## src/rtl/sfir_pkg.sv

```systemverilog
package sfir_pkg;
  typedef enum logic {ST_IDLE = 1'b0, ST_RUN = 1'b1} sfir_state_e;
endpackage

```

## src/rtl/sfir_coef_rom.sv

```systemverilog
module sfir_coef_rom #(
  parameter int CW = 16,
  parameter int HALF = 4,
  parameter int AW = 2,
  parameter logic [HALF*CW-1:0] COEFS = '0
) (
  input  logic [AW-1:0]        idx,
  output logic signed [CW-1:0] coef
);
  logic signed [CW-1:0] tbl [HALF];

  for (genvar g = 0; g < HALF; g++) begin : g_tbl
    assign tbl[g] = COEFS[g*CW +: CW];
  end

  assign coef = tbl[idx];
endmodule

```

## src/rtl/sfir_delay_line.sv

```systemverilog
module sfir_delay_line #(
  parameter int DW = 16,
  parameter int HALF = 4,
  parameter int AW = 2
) (
  input  logic                 clk,
  input  logic                 rst_n,
  input  logic                 push,
  input  logic [DW-1:0]        din,
  input  logic [AW-1:0]        tap,
  output logic signed [DW-1:0] rd_new,
  output logic signed [DW-1:0] rd_old
);
  logic [DW-1:0] mem_a [HALF];
  logic [DW-1:0] mem_b [HALF];
  logic [AW-1:0] wp_a, wp_b, wp_a_nxt, wp_b_nxt;
  logic [DW-1:0] oldest_a;
  logic [AW-1:0] idx_new, idx_old;

  assign oldest_a = mem_a[wp_a];

  // next pointer values, wrapping at HALF
  always_comb begin
    wp_a_nxt = wp_a;
    wp_b_nxt = wp_b;
    if (push) begin
      wp_a_nxt = (int'(wp_a) == HALF-1) ? '0 : wp_a + 1'b1;
      wp_b_nxt = (int'(wp_b) == HALF-1) ? '0 : wp_b + 1'b1;
    end
  end

  always_ff @(posedge clk or negedge rst_n) begin
    if (!rst_n) begin
      wp_a <= '0;
      wp_b <= '0;
    end else if (push) begin
      wp_a <= wp_a_nxt;
      wp_b <= wp_b_nxt;
    end
  end

  // each word has its own write enable; the rear slot takes the displaced front word
  for (genvar g = 0; g < HALF; g++) begin : g_word
    logic we_a, we_b;
    assign we_a = push && (int'(wp_a) == g);
    assign we_b = push && (int'(wp_b) == g);
    always_ff @(posedge clk or negedge rst_n) begin
      if (!rst_n) begin
        mem_a[g] <= '0;
        mem_b[g] <= '0;
      end else begin
        if (we_a) mem_a[g] <= din;
        if (we_b) mem_b[g] <= oldest_a;
      end
    end
  end

  // tap t pairs x[n-t] (front) with x[n-(N-1)+t] (rear)
  always_comb begin
    int na, nb;
    na = int'(wp_a) - 1 - int'(tap);
    if (na < 0) na = na + HALF;
    nb = int'(wp_b) + int'(tap);
    if (nb >= HALF) nb = nb - HALF;
    idx_new = AW'(na);
    idx_old = AW'(nb);
  end

  assign rd_new = mem_a[idx_new];
  assign rd_old = mem_b[idx_old];

  a_r3_copy_then_write: assert property (@(posedge clk) disable iff (!rst_n)
    push |=> (mem_b[$past(wp_b)] == $past(oldest_a)) && (mem_a[$past(wp_a)] == $past(din)));
  a_r4_ptr_range: assert property (@(posedge clk) disable iff (!rst_n)
    (int'(wp_a) < HALF) && (int'(wp_b) < HALF));
  a_r4_ptr_wrap: assert property (@(posedge clk) disable iff (!rst_n)
    (push && int'(wp_a) == HALF-1) |=> (wp_a == '0));
endmodule

```

## src/rtl/sfir_ctrl.sv

```systemverilog
module sfir_ctrl
  import sfir_pkg::*;
#(
  parameter int HALF = 4,
  parameter int AW = 2
) (
  input  logic          clk,
  input  logic          rst_n,
  input  logic          in_valid,
  output logic          in_ready,
  output logic          accept,
  output logic          step,
  output logic          last,
  output logic [AW-1:0] tap
);
  sfir_state_e state, state_nxt;
  logic [AW-1:0] tap_nxt;

  assign in_ready = (state == ST_IDLE);
  assign accept   = in_valid && in_ready;
  assign step     = (state == ST_RUN);
  assign last     = step && (int'(tap) == HALF-1);

  always_comb begin
    state_nxt = state;
    tap_nxt   = tap;
    case (state)
      ST_IDLE: if (accept) begin
        state_nxt = ST_RUN;
        tap_nxt   = '0;
      end
      ST_RUN: begin
        if (last) state_nxt = ST_IDLE;
        else      tap_nxt   = tap + 1'b1;
      end
      default: state_nxt = ST_IDLE;
    endcase
  end

  always_ff @(posedge clk or negedge rst_n) begin
    if (!rst_n) begin
      state <= ST_IDLE;
      tap   <= '0;
    end else begin
      state <= state_nxt;
      tap   <= tap_nxt;
    end
  end

  a_r6_busy_after_accept: assert property (@(posedge clk) disable iff (!rst_n)
    accept |=> (!in_ready && tap == '0));
  a_r5_stop_after_last: assert property (@(posedge clk) disable iff (!rst_n)
    last |=> in_ready);
endmodule

```

## src/rtl/sfir_mac.sv

```systemverilog
module sfir_mac #(
  parameter int DW = 16,
  parameter int CW = 16,
  parameter int ACCW = 40,
  parameter int FRAC = 15
) (
  input  logic                 clk,
  input  logic                 rst_n,
  input  logic                 clr,
  input  logic                 step,
  input  logic                 last,
  input  logic signed [DW-1:0] smp_new,
  input  logic signed [DW-1:0] smp_old,
  input  logic signed [CW-1:0] coef,
  output logic                 out_valid,
  output logic signed [DW-1:0] out_data
);
  localparam int PW = DW + 1;
  localparam int MW = PW + CW;
  localparam logic signed [ACCW-1:0] SMAX = ACCW'((64'sd1 <<< (DW-1)) - 1);
  localparam logic signed [ACCW-1:0] SMIN = -SMAX - 1;

  logic signed [PW-1:0]   pre;
  logic signed [MW-1:0]   prod;
  logic signed [ACCW-1:0] acc, acc_nxt, scaled;
  logic signed [DW-1:0]   sat_val;
  logic                   acc_en;

  assign pre  = PW'(smp_new) + PW'(smp_old);
  assign prod = MW'(pre) * MW'(coef);

  assign acc_en = clr || step;

  always_comb begin
    acc_nxt = acc;
    if (clr)       acc_nxt = '0;
    else if (step) acc_nxt = acc + ACCW'(prod);
  end

  always_comb begin
    scaled = acc_nxt >>> FRAC;
    if (scaled > SMAX)      sat_val = SMAX[DW-1:0];
    else if (scaled < SMIN) sat_val = SMIN[DW-1:0];
    else                    sat_val = scaled[DW-1:0];
  end

  always_ff @(posedge clk or negedge rst_n) begin
    if (!rst_n)      acc <= '0;
    else if (acc_en) acc <= acc_nxt;
  end

  always_ff @(posedge clk or negedge rst_n) begin
    if (!rst_n) begin
      out_valid <= 1'b0;
      out_data  <= '0;
    end else begin
      out_valid <= last;
      if (last) out_data <= sat_val;
    end
  end

  a_r5_acc_clear: assert property (@(posedge clk) disable iff (!rst_n)
    clr |=> (acc == '0));
  a_r7_single_pulse: assert property (@(posedge clk) disable iff (!rst_n)
    out_valid |=> !out_valid);
  a_r8_rail_pos: assert property (@(posedge clk) disable iff (!rst_n)
    (last && (acc_nxt >>> FRAC) > SMAX) |=> (out_data == SMAX[DW-1:0]));
  a_r8_rail_neg: assert property (@(posedge clk) disable iff (!rst_n)
    (last && (acc_nxt >>> FRAC) < SMIN) |=> (out_data == SMIN[DW-1:0]));
endmodule

```

## src/rtl/sym_fir_engine.sv

```systemverilog
module sym_fir_engine #(
  parameter int N = 8,
  parameter int DW = 16,
  parameter int CW = 16,
  parameter int ACCW = 40,
  parameter int FRAC = 15,
  parameter logic [(N/2)*CW-1:0] COEFS = 64'h4E20_2EE0_E000_4000
) (
  input  logic          clk,
  input  logic          rst_n,
  input  logic          in_valid,
  output logic          in_ready,
  input  logic [DW-1:0] in_data,
  output logic          out_valid,
  output logic [DW-1:0] out_data
);
  localparam int HALF = N / 2;
  localparam int AW = (HALF > 1) ? $clog2(HALF) : 1;

  logic rst_meta, rst_sync;
  logic accept, step, last;
  logic [AW-1:0] tap;
  logic signed [DW-1:0] smp_new, smp_old, out_s;
  logic signed [CW-1:0] coef;

  always_ff @(posedge clk or negedge rst_n) begin
    if (!rst_n) begin
      rst_meta <= 1'b0;
      rst_sync <= 1'b0;
    end else begin
      rst_meta <= 1'b1;
      rst_sync <= rst_meta;
    end
  end

  sfir_ctrl #(.HALF(HALF), .AW(AW)) u_ctrl (
    .clk(clk), .rst_n(rst_sync), .in_valid(in_valid), .in_ready(in_ready),
    .accept(accept), .step(step), .last(last), .tap(tap)
  );

  sfir_delay_line #(.DW(DW), .HALF(HALF), .AW(AW)) u_dly (
    .clk(clk), .rst_n(rst_sync), .push(accept), .din(in_data), .tap(tap),
    .rd_new(smp_new), .rd_old(smp_old)
  );

  sfir_coef_rom #(.CW(CW), .HALF(HALF), .AW(AW), .COEFS(COEFS)) u_rom (
    .idx(tap), .coef(coef)
  );

  sfir_mac #(.DW(DW), .CW(CW), .ACCW(ACCW), .FRAC(FRAC)) u_mac (
    .clk(clk), .rst_n(rst_sync), .clr(accept), .step(step), .last(last),
    .smp_new(smp_new), .smp_old(smp_old), .coef(coef),
    .out_valid(out_valid), .out_data(out_s)
  );

  assign out_data = out_s;
endmodule

```

## config.mk

```make
export PLATFORM = sky130hd
export DESIGN_NAME = sym_fir_engine
export DESIGN_NICKNAME = d
export VERILOG_FILES = /design/src/rtl/sfir_pkg.sv /design/src/rtl/sfir_coef_rom.sv /design/src/rtl/sfir_delay_line.sv /design/src/rtl/sfir_ctrl.sv /design/src/rtl/sfir_mac.sv /design/src/rtl/sym_fir_engine.sv
export SDC_FILE = /design/constraint.sdc
export NUM_CORES = 1
export LEC_CHECK = 0
export CAP_MARGIN = 20
export CORE_MARGIN = 3
export CORE_UTILIZATION = 50
export CTS_CLUSTER_SIZE = 12
export DETAILED_ROUTE_END_ITERATION = 10
export DONT_BUFFER_PORTS = 1
export REMOVE_ABC_BUFFERS = 1
export SYNTH_ARGS = -nofsm -noshare
export SYNTH_HDL_FRONTEND = slang
export SYNTH_SLANG_ARGS = --single-unit
```

## constraint.sdc

```tcl
create_clock -name clk -period 6.4 [get_ports clk]
set_input_delay 1.92 -clock clk [delete_from_list [all_inputs] [get_ports clk]]
set_output_delay 1.92 -clock clk [all_outputs]
set_load 0.02 [all_outputs]
```

# After elaboration in Yosys (flattened, before gate mapping)
# Index checks and enable logic that the tools add are counted.
[totals]
register_bits = 194
input_bits = 19
out_inout_bits = 18
wordCells = 93
[classes]
n_addsub = 10
multipliers = 1
n_lt_le_gt_ge = 8
eq_ne = 9
muxes = 26
bitwise_logic = 5
n_reduce_logical = 16
[ops]
columns = ["op", "n"]
rows = [
  ["$mux W16", 10],
  ["$bmux W16 S2", 4],
  ["$mux W40", 2],
  ["$add A40 B33 Y40", 1],
  ["$mul A17 B16 Y33", 1],
  ["$lt A32 B1 Y1 const B", 1],
  ["$gt A25 B16 Y1 const B", 1],
  ["$lt A25 B16 Y1 const B", 1],
  ["$add A16 B16 Y17", 1],
  ["$ge A3 B3 Y1 const B", 5],
  ["$mux W2", 6],
  ["$not A2 Y3", 4],
  ["$logic_and A1 B1 Y1", 10],
  ["$add A2 B1 Y2 const B", 4],
  ["$eq A2 B2 Y1 const B", 4],
  ["$eq A2 B1 Y1 const B", 3],
  ["$logic_not A2 Y1", 2],
  ["$pmux W2 S2", 1],
  ["$reduce_and A2 Y1", 2],
  ["$sub A3 B3 Y4", 1],
  ["$add A2 B2 Y3", 1],
  ["$sub A2 B1 Y3 const B", 1],
  ["$mux W1", 2],
  ["$ne A2 B1 Y1 const B", 1],
  ["6 further kinds", 6],
]

# Depth between registers and ports, before layout
# Gate-level depths: netlist of the first run.
[depth]
word_depth = 16
depth_mapped = 41
mapped_depth_nobuf = 37

# By module
# From an unflattened synthesis of the first run, not the netlist that was laid out.
[hier_totals]
cells_unflattened = 2221
area_unflattened_um2 = 23013.3
[by_module_without_submodules]
columns = ["module", "n_inst", "cells_per_inst", "area_each_um2", "seq_area_each_um2"]
rows = [
  ["sfir_mac", 1, 1825, 16413.2, 1426.4],
  ["sfir_delay_line", 1, 360, 6251.0, 3303.2],
  ["sfir_ctrl", 1, 13, 148.9, 75.1],
  ["sfir_coef_rom", 1, 20, 146.4, 0.0],
  ["sym_fir_engine", 1, 3, 53.8, 50.0],
]

# Least setup slack after synthesis of the first run
# No wires, ideal clock.
[synth_path]
path_kind = "register to register"
start = "register u_dly.wp_a[0]"
end = "register u_mac.out_data[12]"
setup_ns = 0.143
arrival_time_ns = 10.244
t_required_ns = 6.257
setup_slack_ns = -3.987
path_stages_with_launch = 40
path_buffers = 4
synth_period_minus_slack_ns = 10.387
cell_sequence = "dfrtp_1 > clkbuf_1 > clkbuf_1 > inv_1 > ha_1 > xnor2_1 > xnor2_1 > mux4_2 > ha_1 > a21o_1 > a21oi_1 > o21bai_1 > a21oi_1 > o21ba_2 > o2111ai_1 > a31o_2 > a21oi_1 > xnor2_1 > [... 4 more ...] > fa_1 > fa_1 > inv_1 > fa_1 > inv_1 > ha_1 > buf_6 > a211o_1 > a21oi_1 > and4bb_1 > o21ai_2 > a221oi_4 > xnor2_1 > a21oi_2 > inv_2 > o41ai_4 > buf_6 > a22oi_2"
[synth_via]
elab_chain_cells = 16
elab_cells_between_ends = 18
cone_classes = "5 x add/sub; 1 x mul; 3 x order compare; 8 x mux; 1 x bitwise"
[synth_rtl]
columns = ["element", "line_no", "text"]
rows = [
  ["from (decl)", "sfir_delay_line.sv:16", "logic [AW-1:0] wp_a, wp_b, wp_a_nxt, wp_b_nxt;"],
  ["from (signal assigned)", "sfir_delay_line.sv:37", "wp_a <= wp_a_nxt;"],
  ["$sub A2 B1 Y3 (*)", "sfir_delay_line.sv:61", "na = int'(wp_a) - 1 - int'(tap);"],
  ["$sub A3 B3 Y4 (*)", "sfir_delay_line.sv:61", ""],
  ["$lt A32 B1 Y1 / $add A2 B1 Y2 (equally long branches)", "sfir_delay_line.sv:62", "if (na < 0) na = na + HALF;"],
  ["$mux W2 (*)", "sfir_delay_line.sv:62", ""],
  ["$not A2 Y3 (not written as such) (*)", "sfir_delay_line.sv:69", "assign rd_new = mem_a[idx_new];"],
  ["$bmux W16 S2 (*)", "sfir_delay_line.sv:69", ""],
  ["$mux W16 (not written as such) (*) (2 in series)", "sfir_delay_line.sv:69", ""],
  ["$add A16 B16 Y17 (*)", "sfir_mac.sv:29", "assign pre = PW'(smp_new) + PW'(smp_old);"],
  ["$mul A17 B16 Y33 (*)", "sfir_mac.sv:30", "assign prod = MW'(pre) * MW'(coef);"],
  ["$add A40 B33 Y40 (*)", "sfir_mac.sv:37", "else if (step) acc_nxt = acc + ACCW'(prod);"],
  ["$mux W40 (*)", "sfir_mac.sv:37", ""],
  ["$mux W40 (*)", "sfir_mac.sv:36", "if (clr) acc_nxt = '0;"],
  ["$lt A25 B16 Y1", "sfir_mac.sv:43", "else if (scaled < SMIN) sat_val = SMIN[DW-1:0];"],
  ["$mux W16", "sfir_mac.sv:43", ""],
  ["$mux W16 (*)", "sfir_mac.sv:42", "if (scaled > SMAX) sat_val = SMAX[DW-1:0];"],
  ["to (signal assigned)", "sfir_mac.sv:58", "if (last) out_data <= sat_val;"],
  ["to (decl)", "sfir_mac.sv:16", "output logic signed [DW-1:0] out_data"],
]
# Mark *: on every way between the ends. The rest lies on a longest branch, timed or not. The select of a mux whose other input is x is not followed.
# A chain may end at the register's enable or synchronous reset.

# Final worst setup path of the first run
[layout_path]
start = "register u_ctrl.tap[0]"
end = "register u_mac.out_data[13]"
[layout_via]
elab_chain_cells = 15
elab_cells_between_ends = 31
cone_classes = "6 x add/sub; 1 x mul; 4 x order compare; 1 x eq/ne; 15 x mux; 3 x bitwise; 1 x reduce/logical"
[layout_rtl]
columns = ["element", "line_no", "text"]
rows = [
  ["from (decl)", "sfir_ctrl.sv:14", "output logic [AW-1:0] tap"],
  ["from (signal assigned)", "sfir_ctrl.sv:46", "tap <= tap_nxt;"],
  ["$sub A3 B3 Y4 / $add A2 B2 Y3 (equally long branches)", "sfir_delay_line.sv:61, sfir_delay_line.sv:63", ""],
  ["$lt A32 B1 Y1, or another cell as far along", "sfir_delay_line.sv:62", ""],
  ["$mux W2 (on tied branches)", "sfir_delay_line.sv:62, sfir_delay_line.sv:64", ""],
  ["$not A2 Y3 (on tied branches)", "sfir_delay_line.sv:69, sfir_delay_line.sv:70", ""],
  ["$bmux W16 S2 (on tied branches)", "sfir_delay_line.sv:69, sfir_delay_line.sv:70", ""],
  ["$mux W16 (on tied branches) (2 in series)", "sfir_delay_line.sv:69, sfir_delay_line.sv:70", ""],
  ["$add A16 B16 Y17", "sfir_mac.sv:29", ""],
  ["$mul A17 B16 Y33", "sfir_mac.sv:30", ""],
  ["$add A40 B33 Y40", "sfir_mac.sv:37", ""],
  ["$mux W40", "sfir_mac.sv:37", ""],
  ["$mux W40", "sfir_mac.sv:36", ""],
  ["$lt A25 B16 Y1", "sfir_mac.sv:43", ""],
  ["$mux W16", "sfir_mac.sv:43", ""],
  ["$mux W16", "sfir_mac.sv:42", ""],
]
# Several ways; a longest one is shown, not always the timed one. The select of a mux whose other input is x is not followed.

==> flow_summary_export.csv, run 1 <==
group,metric,value,unit
placement,dp_hpwl,32000,µm
timing,relSlewSlack,23.0,%
placement,placed_area,20100,µm²
clock_tree,holdBufCountCts,0,
timing,skew,0.0197,ns
layout,finalInstanceArea,23200,µm²
synth,synthXorXnorAreaFrac,2.49,%
layout,diodes,0,
placement,dp.cells,2253,
layout,area_delta_synth_final,32.5,%
min_path,hold_path_startpoint,"rst_meta$_DFF_PN0_",
synth,muxShareOfSynthArea,14.4,%
timing,max_freq,0.109,GHz
critical_path,end_kind,"flip-flop",
synth,synth_compound_area_share,8.85,%
layout,fin_util,68.3,%
placement,pre_cts_slack,-3.24,ns
run_status,violations,"negative setup slack",
grt,antenna_found_initial,0,
layout,ff_latch_area,4730,µm²
synth,synth_simple_gate_area_share,7.17,%
routing,final_antenna_net_count,0,
floorplanning,initial_core_util,51.5,%
timing,worst_pin_slew,1.15,ns
synth,synth_seq_cells,189,
synth,synthFlopType,"dfrtp_1",
clock_tree,worstSkewPairLatency,0.47,ns
clock_tree,cts_tree,"done",
timing,fin_ws,-2.77,ns
clock_tree,cts_max_level,4,
grt,grt_pass1_wl,71100,µm
grt,grt_overflow_total,0,
floorplanning,num_io_pins,37,
routing,via_per_inst,5.46,
timing,slew_viol_final,0,
critical_path,r2r_start,"u_ctrl.tap[0]$_DFFE_PN0P_",
synth,syn_area_per_cell,11.2,µm²
routing,drc,0,
clock_tree,clkTransAtPathRegs,0.08,ns
routing,drt_iter0_drc,671,
clock_tree,clk_path_buf_depth,2,
routing,drtPass1Iterations,6,
synth,synth-edff-count,0,
floorplanning,rows,67,
critical_path,cp_common_cell,"fa_1",
synth,syn_area,17500,µm²
critical_path,worstSetupStartpoint,"u_ctrl.tap[0]$_DFFE_PN0P_",
layout,final_cell_count_no_fill,2367,
placement,gp_congestion,0.885,
synth,async_flop_share,100,%
floorplanning,dieArea,37400,µm²
clock_tree,cts_buffers,17,
synth,synthAdderAreaFrac,32.7,%
timing,min_period_over_period,143,%
critical_path,cp_slowest_cell,"fa_1",
floorplanning,fp.dieH,193,µm
critical_path,arrival,9.50,ns
layout,drive_above_1_share,45.2,%
critical_path,cp_data_required_time,6.74,ns
critical_path,path_class,"reg -> reg",
grt,grt_usage,23.6,%
run_status,outcome,"finished, violations left",
layout,fillers,2503,
layout,nets,2284,
synth,ys_seq_area_share,27.0,%
timing,rsz0062_at_grt,"yes",
timing,period_minus_slack,9.17,ns
synth,synthCells,1570,
synth,yosys_warnings,0,
critical_path,critical_path.max_fanout,7,
min_path,hold_path_class,"reg -> reg",
floorplanning,core-area,34000,µm²
clock_tree,cts_sinks,189,
synth,synth_top_family_by_area,"adder cells",
grt,grt_pass1_vias,13800,
layout,multi_input_area,13200,µm²
routing,routed_wl,44400,µm
routing,via_count,12900,
routing,routedWlPerCell,18.7,µm
floorplanning,die_w,193,µm
grt,grt_max_degree,136,
critical_path,slowest_delay,0.55,ns
timing,hold_violations,0,
critical_path,cp-start-kind,"flip-flop",
placement,port_buffers,0,
synth,synth_cell_types,75,
clock_tree,cts_root_buffer,"clkbuf_16",
timing,setup_viol_count_final,45,
job,cap_viol_max_count,0,
==> worst max-delay path: cells and delay by family, from the launching register on <==
family          cells  cell delay [ns]
fa+ha+maj           9             3.61
compound gates     10             2.39
buf+inv            11             1.20
mux                 1             0.53
simple gates        3             0.46
xor+xnor            3             0.45
flops               1             0.40
==> cells in the mapped netlist (3+ instances only) <==
library cell  number  area, µm²
and3_1             4       25.0
a41o_1             4       40.0
ha_1             193       2410
a21oi_1           60        300
buf_2              7       35.0
o22ai_1            4       25.0
o21ba_2            4       40.0
a22oi_1            6       45.0
nand4_1           12       75.1
clkbuf_1          34        128
fa_1             166       3320
nor2b_1           25        156
mux2_2           128       1440
mux4_2            48       1080
a21o_1            16        120
or4_1              3       22.5
nor3b_1            3       22.5
or3_1              4       25.0
o21bai_1           7       52.6
inv_1            287       1080
a22o_1            10       87.6
dfrtp_1          189       4730
nand2b_1          11       68.8
nor2_1            47        176
nor3_1             6       30.0
nand2_1           75        282
o211ai_1           9       67.6
a22oi_2           10        125
xnor2_1           32        280
buf_1              3       11.3
buf_6              3       33.8
o21a_1             8       60.1
o21ai_0           39        195
and2_1            35        219
xor2_1            15        131
nand3_1           11       55.1
==> per-layer routing <==
layer,GRT usage [%],up-vias,wire length [µm]
li1,-,5937,-
met1,32.5,6689,19700
met2,39.7,227,22300
met3,2.97,62,1260
met4,6.32,0,1040
met5,0,-,0
==> through the flow <==
| step | TNS, ns | hold slack (ns) |
|---|---|---|
| 4_1_cts | -90.47 | 0.364 |
| 6_report | -94.30 | 0.359 |
| 5_1_grt | -108.05 | 0.364 |
| 3_3_place_gp | -107.62 | 0.338 |
| 3_5_place_dp | -113.08 | 0.344 |
| 2_1_floorplan | -148.47 | 0.331 |
==> cells in the final DEF, fill, tap and decap left out, drive strengths merged, types with 3 or more instances in the layout <==
cell type / n
buf: 364
clkbuf: 21
dfrtp: 189
a21oi: 62
xnor2: 32
a221oi: 4
o21ba: 5
and2: 35
o21ai: 43
nand4: 12
or4: 3
nand2: 75
a211oi: 3
o22ai: 4
a22oi: 17
o21a: 8
mux2: 128
inv: 293
xor2: 15
and3: 4
nor2b: 25
o21bai: 7
a21o: 17
a22o: 10
nor3b: 3
clkinv: 5
nor3: 6
ha: 193
fa: 166
mux4: 48
o211ai: 9
or3: 4
nand3: 11
a41o: 4
nor2: 49
nand2b: 11
==> cell type report <==
| cell class | instances | share of cell area (%) |
|---|---|---|
| inverter | 289 | 4.70 |
| clock inverter | 12 | 0.635 |
| timing repair buffer | 365 | 13.1 |
| clock buffer | 20 | 1.92 |
| multi-input combinational | 1044 | 56.8 |
| tap | 448 | 2.41 |
| sequential | 189 | 20.4 |
==> logic make-up (layout without fill, tap and decap cells) <==
family | after synthesis | in the layout
compound gates | 212 | 212
xor+xnor | 48 | 48
fa+ha+maj | 359 | 359
buf+inv | 337 | 686
flops | 189 | 189
mux | 176 | 176
other cells | 1 | 1
simple gates | 248 | 248
==> registers in the layout (all words and copies together) (netlist names) <==
name             flops
u_ctrl.tap           2
u_dly.wp_b           2
u_mac.out_valid      1
u_mac.acc           35
u_dly.wp_a           2
u_dly.mem_b         64
u_mac.out_data      16
u_ctrl.step          1
rst_meta             1
rst_sync             1
u_dly.mem_a         64
==> final timing paths <==
kind | to | slack (ns) | depth (start not counted)
setup / recovery | u_mac.out_data[13]$_DFFE_PN0P_ | -2.77 | 37
hold / removal | rst_sync$_DFF_PN0_ | 0.36 | 0
setup reg to reg | u_mac.out_data[13]$_DFFE_PN0P_ | -2.77 | 37
hold reg to reg | rst_sync$_DFF_PN0_ | 0.36 | 0
max in group asynchronous | u_dly.mem_a[34]$_DFFE_PN0P_ | 4.80 | 1
min in group asynchronous | u_mac.out_valid$_DFF_PN0_ | 0.39 | 0
==> timing repair <==
item	in CTS	in global routing
resized for setup	278	129
buffers inserted	57	36
endpoints found under the setup margin	47	47
endpoints found under the hold margin	0	0
cloned	2	0
pin swaps	133	118
Power of run 1 is left out: the tool's default activity adds up to more than one toggle a clock period on the data nets, which glitch-free logic cannot reach.
==> run 2: changes to the inputs <==
GPL_ROUTABILITY_DRIVEN = 0   (was default)
GPL_TIMING_DRIVEN = 0   (was default)
==> run 2 against run 1 <==
Net effect:
- the flow still finishes with violations (negative setup slack)
- global-route usage shrank 1.4 points
- core utilization shrank 5.4 points
- first-iteration DRC count shrank 14%
- flip-flop and latch count is the same
- via count shrank 7.2%
- die area is the same
- design area shrank 7.9%
- critical path depth grew 5
- worst setup slack lost 0.28 ns
- hold slack lost 0.096 ns
- cell count shrank 9.3%
- register-to-register slack lost 0.28 ns
- critical endpoint is now u_mac.out_data[11]$_DFFE_PN0P_
- highest routed layer unchanged
==> flow_summary_export.csv, run 2 (synthesis gave the netlist of run 1 again) <==
group,metric,value,unit
timing,worst_pin_slew,1.06,ns
layout,nets,2066,
routing,via_count,12000,
routing,final_antenna_net_count,0,
routing,drtPass1Iterations,5,
floorplanning,dieArea,37400,µm²
placement,dp_hpwl,28900,µm
critical_path,path_class,"reg -> reg",
clock_tree,cts_buffers,17,
clock_tree,clk_path_buf_depth,2,
timing,max_freq,0.106,GHz
clock_tree,cts_root_buffer,"clkbuf_16",
routing,via_per_inst,5.58,
run_status,outcome,"finished, violations left",
critical_path,end_kind,"flip-flop",
timing,fin_ws,-3.04,ns
grt,grt_overflow_total,0,
grt,grt_max_degree,69,
timing,setup_viol_count_final,45,
clock_tree,holdBufCountCts,0,
floorplanning,fp.dieH,193,µm
clock_tree,cts_sinks,189,
timing,skew,0.0191,ns
layout,final_common_cell,"inv_1",
clock_tree,clkTransAtPathRegs,0.08,ns
grt,grt_pass1_vias,12600,
layout,area_delta_synth_final,22.1,%
min_path,hold_path_class,"reg -> async",
grt,grt_usage,22.1,%
clock_tree,cts_max_level,4,
floorplanning,num_io_pins,37,
critical_path,cp_slowest_cell,"mux4_2",
run_status,violations,"negative setup slack",
critical_path,r2r_slack,-3.04,ns
layout,diodes,0,
floorplanning,core-area,34000,µm²
critical_path,cp_data_required_time,6.73,ns
grt,grt_pass1_wl,66400,µm
clock_tree,cts_tree,"done",
layout,fillers,2693,
clock_tree,worstSkewPairLatency,0.46,ns
timing,min_period_over_period,148,%
layout,final_cell_mix,"inv_1 (259), dfrtp_1 (184), fa_1 (156)",
routing,routedWlPerCell,19.4,µm
floorplanning,die_w,193,µm
timing,slew_viol_final,0,
layout,top_regs,"u_dly.mem_a: 64 flops, u_dly.mem_b: 64 flops, u_mac.acc: 35 flops",
floorplanning,rows,67,
routing,drt_iter0_drc,580,
timing,relSlewSlack,29.2,%
floorplanning,initial_core_util,51.5,%
grt,antenna_found_initial,0,
layout,final_cell_count_no_fill,2148,
placement,dp.cells,1980,
critical_path,critical_path.max_fanout,7,
critical_path,ff2ff_path_depth,42,
critical_path,cp-start-kind,"flip-flop",
routing,routed_wl,41600,µm
layout,drive_above_1_share,35.3,%
critical_path,arrival,9.77,ns
timing,rsz0062_at_grt,"yes",
placement,port_buffers,0,
timing,hold_violations,0,
routing,drc,0,
critical_path,slowest_delay,0.55,ns
job,cap_viol_max_count,0,
timing,period_minus_slack,9.44,ns
run 2: per-layer routing:
layer	vias to the layer above	global-route usage (%)	share of wire, %
met2	201	36.9	50
met5	-	0	0
met3	70	2.73	3.4
li1	5496	-	-
met1	6221	30.5	43
met4	0	6.99	2.8
run 2: path summary, 6_finish.rpt:
path	start	end
worst max-delay path	u_dly.wp_a[0]$_DFFE_PN0P_	u_mac.out_data[11]$_DFFE_PN0P_
worst max register to register	u_dly.wp_a[0]$_DFFE_PN0P_	u_mac.out_data[11]$_DFFE_PN0P_
min in group clk	rst_meta$_DFF_PN0_	rst_sync$_DFF_PN0_
worst min-delay path	rst_sync$_DFF_PN0_	u_dly.mem_a[62]$_DFFE_PN0P_
worst min register to register	rst_sync$_DFF_PN0_	u_dly.mem_a[62]$_DFFE_PN0P_
max in group asynchronous	rst_sync$_DFF_PN0_	u_dly.mem_b[51]$_DFFE_PN0P_
run 2: cell type report:
class	count	area, µm²	share of cell area, %
clock buffers	17	425	1.99
well taps	448	561	2.62
clock inverters	14	154	0.719
repair buffers	147	1490	6.96
inverters	289	1100	5.13
multi-input cells	1044	12900	60.4
flip-flops and latches	189	4750	22.2
run 2: metrics by stage:
step / setup TNS, ns / hold slack, ns / worst slack (ns) / instance area, µm² / utilization, %
final: -100.53 / 0.264 / -3.04 / 21400 / 62.9
after global routing: -111.47 / 0.297 / -3.32 / 21400 / 62.9
after CTS: -94.79 / 0.278 / -2.99 / 20500 / 60.3
after detailed placement: -191.56 / 0.276 / -5.49 / 18200 / 53.4
after global placement: -556.75 / 0.338 / -6.91 / 17900 / 52.5
after floorplan: -148.47 / 0.331 / -4.33 / 17300 / -
run 2: worst max-delay path, delay by kind of cell (launching register included):
| kind | cells | cell delay [ns] |
|---|---|---|
| mux | 1 | 0.55 |
| flops | 1 | 0.52 |
| fa+ha+maj | 9 | 3.35 |
| simple gates | 4 | 0.79 |
| compound gates | 14 | 2.57 |
| buf+inv | 11 | 1.03 |
| xor+xnor | 3 | 0.43 |
run 2: timing repair:
action                     in CTS  in global routing
buffers inserted               86                 49
gates resized for setup       238                 96
pin swaps                     113                 79
gates cloned                    1                  1
setup endpoints to repair      48                 47
Power of run 2 is left out for the same reason.
==> run 3: changes to the inputs <==
MAX_ROUTING_LAYER = met4   (was default)
==> run 3 against run 2 <==
Net effect:
- critical path depth down 2
- non-clock buffer count decreased by 2
- maximum frequency down 0.43%
- hold slack better by 0.0014 ns
- count of clock-buffer cells in the layout did not move
- the flow still finishes with violations (negative setup slack)
- first-iteration DRC count up 14%
- via count shrank 0.18%
- clock skew is essentially flat
- flip-flop and latch count did not move
- design area up 0.43%
- wire length grew 0.31%
==> flow_summary_export.csv, run 3 (synthesis gave the netlist of run 1 again) <==
group,metric,value,unit
run_status,outcome,"finished, violations left",
run_status,violations,"negative setup slack",
placement,dp_hpwl,28900,µm
floorplanning,die_w,193,µm
timing,period_minus_slack,9.48,ns
min_path,hold_path_class,"reg -> async",
routing,drc,0,
clock_tree,cts_sinks,189,
critical_path,critical_path.max_fanout,7,
grt,antenna_found_initial,0,
grt,grt_overflow_total,0,
layout,nets,2064,
floorplanning,core-area,34000,µm²
layout,fillers,2640,
critical_path,cp_data_required_time,6.75,ns
routing,drtPass1Iterations,5,
clock_tree,cts_max_level,4,
critical_path,end_kind,"flip-flop",
critical_path,arrival,9.83,ns
placement,port_buffers,0,
clock_tree,clk_path_buf_depth,2,
timing,worst_pin_slew,1.06,ns
routing,final_antenna_net_count,0,
routing,via_per_inst,5.57,
layout,top_regs,"u_dly.mem_a: 64 flops, u_dly.mem_b: 64 flops, u_mac.acc: 35 flops",
floorplanning,initial_core_util,51.5,%
timing,relSlewSlack,29.5,%
timing,rsz0062_at_grt,"yes",
routing,routedWlPerCell,19.4,µm
clock_tree,holdBufCountCts,0,
critical_path,cp_common_cell,"fa_1",
timing,slew_viol_final,0,
clock_tree,cts_root_buffer,"clkbuf_16",
timing,hold_ws,0.265,ns
grt,grt_max_degree,69,
timing,max_freq,0.105,GHz
job,cap_viol_max_count,0,
layout,final_common_cell,"inv_1",
layout,final_cell_mix,"inv_1 (255), dfrtp_1 (184), fa_1 (155)",
routing,routed_wl,41700,µm
floorplanning,dieArea,37400,µm²
critical_path,cp_slowest_cell,"mux4_2",
critical_path,path_class,"reg -> reg",
grt,grt_pass1_wl,66300,µm
floorplanning,num_io_pins,37,
clock_tree,clkTransAtPathRegs,0.09,ns
floorplanning,fp.dieH,193,µm
critical_path,cp-start-kind,"flip-flop",
layout,drive_above_1_share,36.5,%
clock_tree,cts_tree,"done",
routing,via_count,12000,
timing,min_period_over_period,148,%
timing,setup_viol_count_final,45,
layout,area_delta_synth_final,22.6,%
clock_tree,worstSkewPairLatency,0.47,ns
timing,fin_ws,-3.08,ns
critical_path,slowest_delay,0.56,ns
grt,grt_pass1_vias,12600,
routing,drt_iter0_drc,663,
floorplanning,rows,67,
timing,hold_violations,0,
timing,skew,0.0195,ns
grt,grt_usage,22.8,%
clock_tree,cts_buffers,17,
run 3: cell types whose count changed in the layout (fill, tap and decap cells not counted), moves of 2 or more:
cell | previous run | this run
nor2_2 | 8 | 13
o21ai_2 | 10 | 12
a21oi_2 | 18 | 24
a21oi_1 | 36 | 27
nor2b_4 | 6 | 4
nor2b_2 | 2 | 4
buf_4 | 104 | 98
nor2_1 | 34 | 30
inv_2 | 25 | 29
inv_1 | 259 | 255
a21oi_4 | 8 | 11
buf_6 | 22 | 26
run 3: final timing paths:
| kind | from | end | cells after the start | slack, ns |
|---|---|---|---|---|
| setup / recovery | u_dly.wp_a[0]$_DFFE_PN0P_ | u_mac.out_data[5]$_DFFE_PN0P_ | 40 | -3.08 |
| hold / removal | rst_sync$_DFF_PN0_ | u_dly.mem_a[62]$_DFFE_PN0P_ | 0 | 0.27 |
| setup reg to reg | u_dly.wp_a[0]$_DFFE_PN0P_ | u_mac.out_data[5]$_DFFE_PN0P_ | 40 | -3.08 |
| hold reg to reg | rst_sync$_DFF_PN0_ | u_dly.mem_a[62]$_DFFE_PN0P_ | 0 | 0.27 |
| max in group asynchronous | rst_sync$_DFF_PN0_ | u_dly.mem_b[48]$_DFFE_PN0P_ | 2 | 5.15 |
| min in group clk | rst_meta$_DFF_PN0_ | rst_sync$_DFF_PN0_ | 0 | 0.36 |
run 3: layout make-up:
class / instances / area [µm²] / share of cell area (%)
clock inverters: 14 / 154 / 0.716
repair buffers: 145 / 1510 / 7.00
well taps: 448 / 561 / 2.61
multi-input cells: 1044 / 13000 / 60.5
clock buffers: 17 / 425 / 1.98
diodes: 1 / 2.50 / 0.0116
flip-flops and latches: 189 / 4750 / 22.1
inverters: 289 / 1100 / 5.11
run 3: repair_timing:
item / CTS / global route
pin swaps: 113 / 103
setup endpoints to repair: 48 / 47
gates cloned: 1 / 1
gates resized for setup: 238 / 126
buffers inserted: 86 / 53
run 3: per-stage QoR:
step	utilization [%]	setup slack [ns]	TNS (ns)	cell area, µm²	instances
finish	63.2	-3.08	-100.26	21500	2147
detailed placement	53.4	-5.49	-191.56	18200	1980
global route	63.2	-3.37	-111.14	21500	2146
floorplan	-	-4.33	-148.47	17300	1522
global placement	52.5	-6.91	-556.75	17900	1970
CTS	60.3	-2.99	-94.79	20500	2098
run 3: layer usage:
layer | up-vias | part of all wire, % | global-route usage [%]
met2 | 181 | 51 | 36.9
li1 | 5498 | - | -
met5 | - | 0 | -
met4 | 0 | 2.9 | 7.02
met3 | 69 | 3.0 | 2.84
met1 | 6218 | 44 | 30.4
run 3: critical path: cells and delay by family (launching register included):
family / cells / cell delay [ns]
mux: 1 / 0.56
buf+inv: 8 / 0.94
xor+xnor: 4 / 0.75
fa+ha+maj: 9 / 3.23
simple gates: 2 / 0.54
flops: 1 / 0.52
compound gates: 16 / 2.83
Power of run 3 is left out for the same reason.
